## config.mk

```make
export PLATFORM = sky130hd
export DESIGN_NAME = spandac_front
export DESIGN_NICKNAME = d
export VERILOG_FILES = /design/src/rtl/spandac_pkg.sv /design/src/rtl/spandac_sampler.sv /design/src/rtl/spandac_ctrl.sv /design/src/rtl/spandac_datapath.sv /design/src/rtl/spandac_front.sv
export SDC_FILE = /design/constraint.sdc
export NUM_CORES = 1
export LEC_CHECK = 0
export ABC_AREA = 1
export BUFFER_PORTS_ARGS = -buffer_cell sky130_fd_sc_hd__buf_2
export CORE_MARGIN = 10
export CORE_UTILIZATION = 32
export CTS_BUF_LIST = sky130_fd_sc_hd__clkbuf_8
export DETAILED_ROUTE_END_ITERATION = 10
export HOLD_SLACK_MARGIN = 0.02
export PLACE_DENSITY_LB_ADDON = 0.1
export SYNTH_ARGS = -nofsm -noshare
export SYNTH_HDL_FRONTEND = slang
export SYNTH_HIERARCHICAL = 1
export SYNTH_SLANG_ARGS = --single-unit
```

## constraint.sdc

```tcl
create_clock -name clk -period 3.8 [get_ports clk]
set_input_delay 0.76 -clock clk [delete_from_list [all_inputs] [get_ports clk]]
set_output_delay 0.76 -clock clk [all_outputs]
set_load 0.005 [all_outputs]
```

## src/rtl/spandac_pkg.sv

```systemverilog
package spandac_pkg;

  localparam int SHIFT_W  = 32;
  localparam int DATA_W   = 16;
  localparam int CMD_W    = 4;
  localparam int CMD_LSB  = 20;
  localparam int SPAN_W   = 3;
  localparam logic [SPAN_W-1:0] SPAN_MAX = 3'd5;

  localparam logic [CMD_W-1:0] CMD_LOAD_IN   = 4'b0000;
  localparam logic [CMD_W-1:0] CMD_UPDATE    = 4'b0001;
  localparam logic [CMD_W-1:0] CMD_LOAD_BOTH = 4'b0010;

  typedef struct packed {
    logic              shiftEn;
    logic              shiftBit;
    logic              loadIn;
    logic              loadDac;
    logic              copyIn;
    logic              setSpan;
    logic [SPAN_W-1:0] spanSel;
  } strobe_t;

endpackage

```

## src/rtl/spandac_sampler.sv

```systemverilog
module spandac_sampler #(
  parameter int           W       = 3,
  parameter logic [W-1:0] RST_VAL = '0
) (
  input  logic         clk,
  input  logic         clrN,
  input  logic [W-1:0] pins,
  output logic [W-1:0] cur,
  output logic [W-1:0] prev
);

  for (genvar i = 0; i < W; i++) begin : g_bit
    always_ff @(posedge clk or negedge clrN) begin
      if (!clrN) begin
        cur[i]  <= RST_VAL[i];
        prev[i] <= RST_VAL[i];
      end else begin
        cur[i]  <= pins[i];
        prev[i] <= cur[i];
      end
    end
  end

endmodule

```

## src/rtl/spandac_ctrl.sv

```systemverilog
module spandac_ctrl
  import spandac_pkg::*;
(
  input  logic             clk,
  input  logic             clrN,
  input  logic             csN,
  input  logic             sck,
  input  logic             sdi,
  input  logic [CMD_W-1:0] cmdField,
  output strobe_t          strb
);

  localparam int PIN_W = 3;
  localparam int CS_IX = 2;
  localparam int CK_IX = 1;
  localparam int DI_IX = 0;

  logic [PIN_W-1:0] pinCur, pinPrev;
  logic sckRise, csRise, csLow;

  // csN idles high, so its sampled copies reset high to avoid a phantom load.
  spandac_sampler #(.W(PIN_W), .RST_VAL(3'b100)) uSampler (
    .clk  (clk),
    .clrN (clrN),
    .pins ({csN, sck, sdi}),
    .cur  (pinCur),
    .prev (pinPrev)
  );

  assign sckRise = pinCur[CK_IX] & ~pinPrev[CK_IX];
  assign csRise  = pinCur[CS_IX] & ~pinPrev[CS_IX];
  assign csLow   = ~pinCur[CS_IX];

  always_comb begin
    strb          = '0;
    strb.shiftEn  = sckRise & csLow;
    strb.shiftBit = pinCur[DI_IX];
    if (csRise) begin
      case (cmdField)
        CMD_LOAD_IN: strb.loadIn = 1'b1;
        CMD_UPDATE:  strb.copyIn = 1'b1;
        CMD_LOAD_BOTH: begin
          strb.loadIn  = 1'b1;
          strb.loadDac = 1'b1;
        end
        default: begin
          if (cmdField[CMD_W-1] && (cmdField[SPAN_W-1:0] <= SPAN_MAX)) begin
            strb.loadIn  = 1'b1;
            strb.loadDac = 1'b1;
            strb.setSpan = 1'b1;
            strb.spanSel = cmdField[SPAN_W-1:0];
          end
        end
      endcase
    end
  end

  AST_EXEC_NOT_DURING_SHIFT: assert property (@(posedge clk) disable iff (!clrN)
    $onehot0({strb.shiftEn, (strb.loadIn | strb.loadDac | strb.copyIn)}));
  AST_SPAN_SEL_LEGAL: assert property (@(posedge clk) disable iff (!clrN)
    strb.setSpan |-> (strb.spanSel <= SPAN_MAX));

endmodule

```

## src/rtl/spandac_datapath.sv

```systemverilog
module spandac_datapath
  import spandac_pkg::*;
#(
  parameter int RES = 16
) (
  input  logic              clk,
  input  logic              clrN,
  input  strobe_t           strb,
  output logic [CMD_W-1:0]  cmdField,
  output logic              sdo,
  output logic [RES-1:0]    dacCode,
  output logic [SPAN_W-1:0] spanCode
);

  logic [SHIFT_W-1:0] shiftReg;
  logic [RES-1:0]     inBuf, dacBuf;
  logic [SPAN_W-1:0]  spanReg;
  logic [DATA_W-1:0]  dataWord;
  logic [RES-1:0]     codeBits;

  assign cmdField = shiftReg[CMD_LSB +: CMD_W];
  assign dataWord = shiftReg[DATA_W-1:0];
  assign codeBits = dataWord[DATA_W-1 -: RES];
  assign sdo      = shiftReg[SHIFT_W-1];
  assign dacCode  = dacBuf;
  assign spanCode = spanReg;

  always_ff @(posedge clk or negedge clrN) begin
    if (!clrN) begin
      shiftReg <= '0;
    end else if (strb.shiftEn) begin
      shiftReg <= {shiftReg[SHIFT_W-2:0], strb.shiftBit};
    end
  end

  always_ff @(posedge clk or negedge clrN) begin
    if (!clrN) begin
      inBuf   <= '0;
      dacBuf  <= '0;
      spanReg <= '0;
    end else begin
      if (strb.loadIn)  inBuf   <= codeBits;
      if (strb.loadDac) dacBuf  <= codeBits;
      else if (strb.copyIn) dacBuf <= inBuf;
      if (strb.setSpan) spanReg <= strb.spanSel;
    end
  end

  AST_IDLE_SHIFT_HOLDS: assert property (@(posedge clk) disable iff (!clrN)
    !strb.shiftEn |=> $stable(shiftReg));
  AST_SDO_ADVANCES: assert property (@(posedge clk) disable iff (!clrN)
    strb.shiftEn |=> (sdo == $past(shiftReg[SHIFT_W-2])));
  AST_DAC_HOLDS: assert property (@(posedge clk) disable iff (!clrN)
    !(strb.loadDac | strb.copyIn) |=> $stable(dacCode));
  AST_UPDATE_COPIES: assert property (@(posedge clk) disable iff (!clrN)
    strb.copyIn |=> (dacCode == $past(inBuf)));
  AST_SPAN_HOLDS: assert property (@(posedge clk) disable iff (!clrN)
    !strb.setSpan |=> $stable(spanCode));
  AST_SPAN_RANGE: assert property (@(posedge clk) disable iff (!clrN)
    spanCode <= SPAN_MAX);

endmodule

```

## src/rtl/spandac_front.sv

```systemverilog
module spandac_front
  import spandac_pkg::*;
#(
  parameter int RES = 16
) (
  input  logic           clk,
  input  logic           clrN,
  input  logic           csN,
  input  logic           sck,
  input  logic           sdi,
  output logic           sdo,
  output logic [RES-1:0] dacCode,
  output logic [2:0]     spanCode
);

  strobe_t          strb;
  logic [CMD_W-1:0] cmdField;

  spandac_ctrl uCtrl (
    .clk      (clk),
    .clrN     (clrN),
    .csN      (csN),
    .sck      (sck),
    .sdi      (sdi),
    .cmdField (cmdField),
    .strb     (strb)
  );

  spandac_datapath #(.RES(RES)) uPath (
    .clk      (clk),
    .clrN     (clrN),
    .strb     (strb),
    .cmdField (cmdField),
    .sdo      (sdo),
    .dacCode  (dacCode),
    .spanCode (spanCode)
  );

endmodule

```

==> flow_metrics.tcl <==
set metrics [dict create \
    run_status "completed" \
    synthesis.area_mm2 0.002989 \
    fp.dieArea_mm2 0.01361 \
    grt_pass1_wl_mm 10.49 \
    hold_slack_ps 374.6 \
    worst_ep_arrival_time_ps 2350 \
    clockBufferDepth 2 \
    routed_wl_mm 5.836 \
    min_from "uCtrl/uSampler/cur[2]" \
    start_kind "flop" \
    postRouteAntennaNets 0 \
    hp-class "reg2reg" \
    drc 0 \
    drv_cap 0 \
    path_max_fanout 18 \
    clkSinkCount 72 \
    netlist_instances 345 \
    post_cts_buffers 0 \
    rr_startpoint "uCtrl/uSampler/cur[2]" \
    vdd_drop_max_v 0.0002390 \
    power_leakage_uw 0.001692 \
    critical_path.cell_chain "inv_2 > nor2_4 > nand3_2 > nand2_1 > inv_2 > nand2_1 > nand2_1 > nand2_1 > nand2_1" \
    syn2layout_area_growth_pct 11.18 \
    clkLatencyLatePin_ps 330 \
    rrSetupSlack_ps 1670 \
    clk_pin_slew_ps 70 \
    crit_family "simple AND/OR/NAND/NOR gates" \
    setup_tns_ps 0 \
    yosysWarnings 6 \
    tightest_slew_ps 1165 \
    final_hold_viol_count 0 \
    die_h_um 116.7 \
    final-max-slew-violation-count 0 \
    rsz0062_at_grt "no" \
    worst-setup-path-type "reg2reg" \
    avgViaCountPerCell 4.333 \
    post-route-period-util 0.5609 \
    synth_area_per_cell_um2 8.664 \
    antenna_cells 0 \
    cp_slowest_stage_delay_ps 600 \
    reg2regPathDepth 9 \
    initialDrtViolationCount 90 \
    period_needed_ps 2131 \
    max_freq_ghz 0.4692 \
    stdcell_count 478 \
    pin_count 25 \
    cpMostUsedCell "nand2_1" \
    rows 35 \
    post-place-ws_ps 1593 \
    grt_antenna_before_repair 0 \
    die_w_um 116.7 \
    htreeDepth 3 \
    postSynthNetCount 350 \
    cp.buffers_inverters 2 \
    relSlewSlack 0.2216 \
    power_density_mw_per_mm2 676.6 \
    gp_congestion 0.7155 \
    layout.filler_cells 974 \
    p_total_uw 2248 \
    initial_core_util 0.3266 \
    final_layout_size_suffix_gt1_frac 0.1390 \
    setup_ws_ps 1669 \
    track_usage 0.09705 \
    min_to "uCtrl/uSampler/prev[2]" \
    cp_slowest_cell "nand2_1" \
    postCtsResizedCells 0 \
    nets 369 \
    required_ps 4020 \
    worstReg2RegEnd "uPath/dacCode[15]" \
    grt_max_degree 65 \
    setup_viol 0 \
    overflow 0 \
    finClkSkew_ps 9.915 \
    cts_hold_buf 0 \
    holdPathStages 0 \
    cts_buffers 9 \
    port_buffers 24 \
    grt_pass1_vias 2135 \
    hpwl_mm 3.727 \
    cts_tree "yes" \
    dr.pass1.iters 4 \
    wl_per_cell_um 12.21 \
    dp_cells 464 \
    worst_setup_path_end_kind "flop" \
    via_count 2071 \
    core_area_mm2 0.009153 \
    root_buffer "clkbuf_8" \
]
worst register-to-register path: stages (launching register included):
cell	delay (ps)
dfstp_2	540
inv_2	50
nor2_4	100
nand3_2	110
nand2_1	600
inv_2	320
nand2_1	140
nand2_1	60
nand2_1	60
nand2_1	50
layout make-up:
cell class,instances,area [µm²],area share
clock buffer,9,123.9,0.03727
inverter,34,130.1,0.03916
timing repair buffer,27,142.6,0.04292
tap,111,138.9,0.04179
sequential,72,1804,0.5429
multi-input combinational,220,933.4,0.2809
clock inverter,5,50.05,0.01506
worst max path at each step:
stage                          start                end  slack [ps]  cells past startpoint
2_1_floorplan     uPath/shiftReg[22]  uPath/dacCode[10]        2240                      8
3_3_place_gp   uCtrl/uSampler/cur[2]  uPath/dacCode[15]        1650                      9
3_5_place_dp   uCtrl/uSampler/cur[2]  uPath/dacCode[15]        1590                      9
4_1_cts        uCtrl/uSampler/cur[2]  uPath/dacCode[15]        1590                      9
5_1_grt        uCtrl/uSampler/cur[2]   uPath/dacCode[7]        1370                      9
6_report       uCtrl/uSampler/cur[2]  uPath/dacCode[15]        1670                      9
stage by stage:
stage            util  instance area [µm²]
2_1_floorplan       -                 2989
6_report       0.3631                 3323
3_3_place_gp   0.3441                 3149
3_5_place_dp   0.3441                 3149
4_1_cts        0.3631                 3323
5_1_grt        0.3631                 3323
where the power goes:
part / internal, µW / switching (µW)
combinational: 217 / 306
sequential: 1010 / 142
clock: 292 / 278
layer usage:
metal	vias up	share of wire	track usage
met4	0	0.0063	0.04448
met1	956	0.51	0.1275
met2	26	0.44	0.1478
met5	-	0	0
li1	1087	-	-
met3	2	0.043	0.02311
flip-flops by register name, summed over array words and instances, names as in the netlist:
register	cells
uPath/spanCode	3
uCtrl/uSampler/prev	2
uCtrl/uSampler/cur	3
uPath/dacCode	16
uPath/inBuf	16
uPath/shiftReg	32
cell usage in the layout, fill, tap and decap left out, types with 2 or more instances in the layout:
cell,n
nor2_4,2
o21ai_0,27
buf_4,3
nand2_1,133
nor2_1,29
clkinv_2,4
buf_2,24
dfstp_2,2
clkbuf_8,9
a21oi_1,24
inv_2,2
inv_1,31
dfrtp_1,70
(Power assumes the default switching activity.)
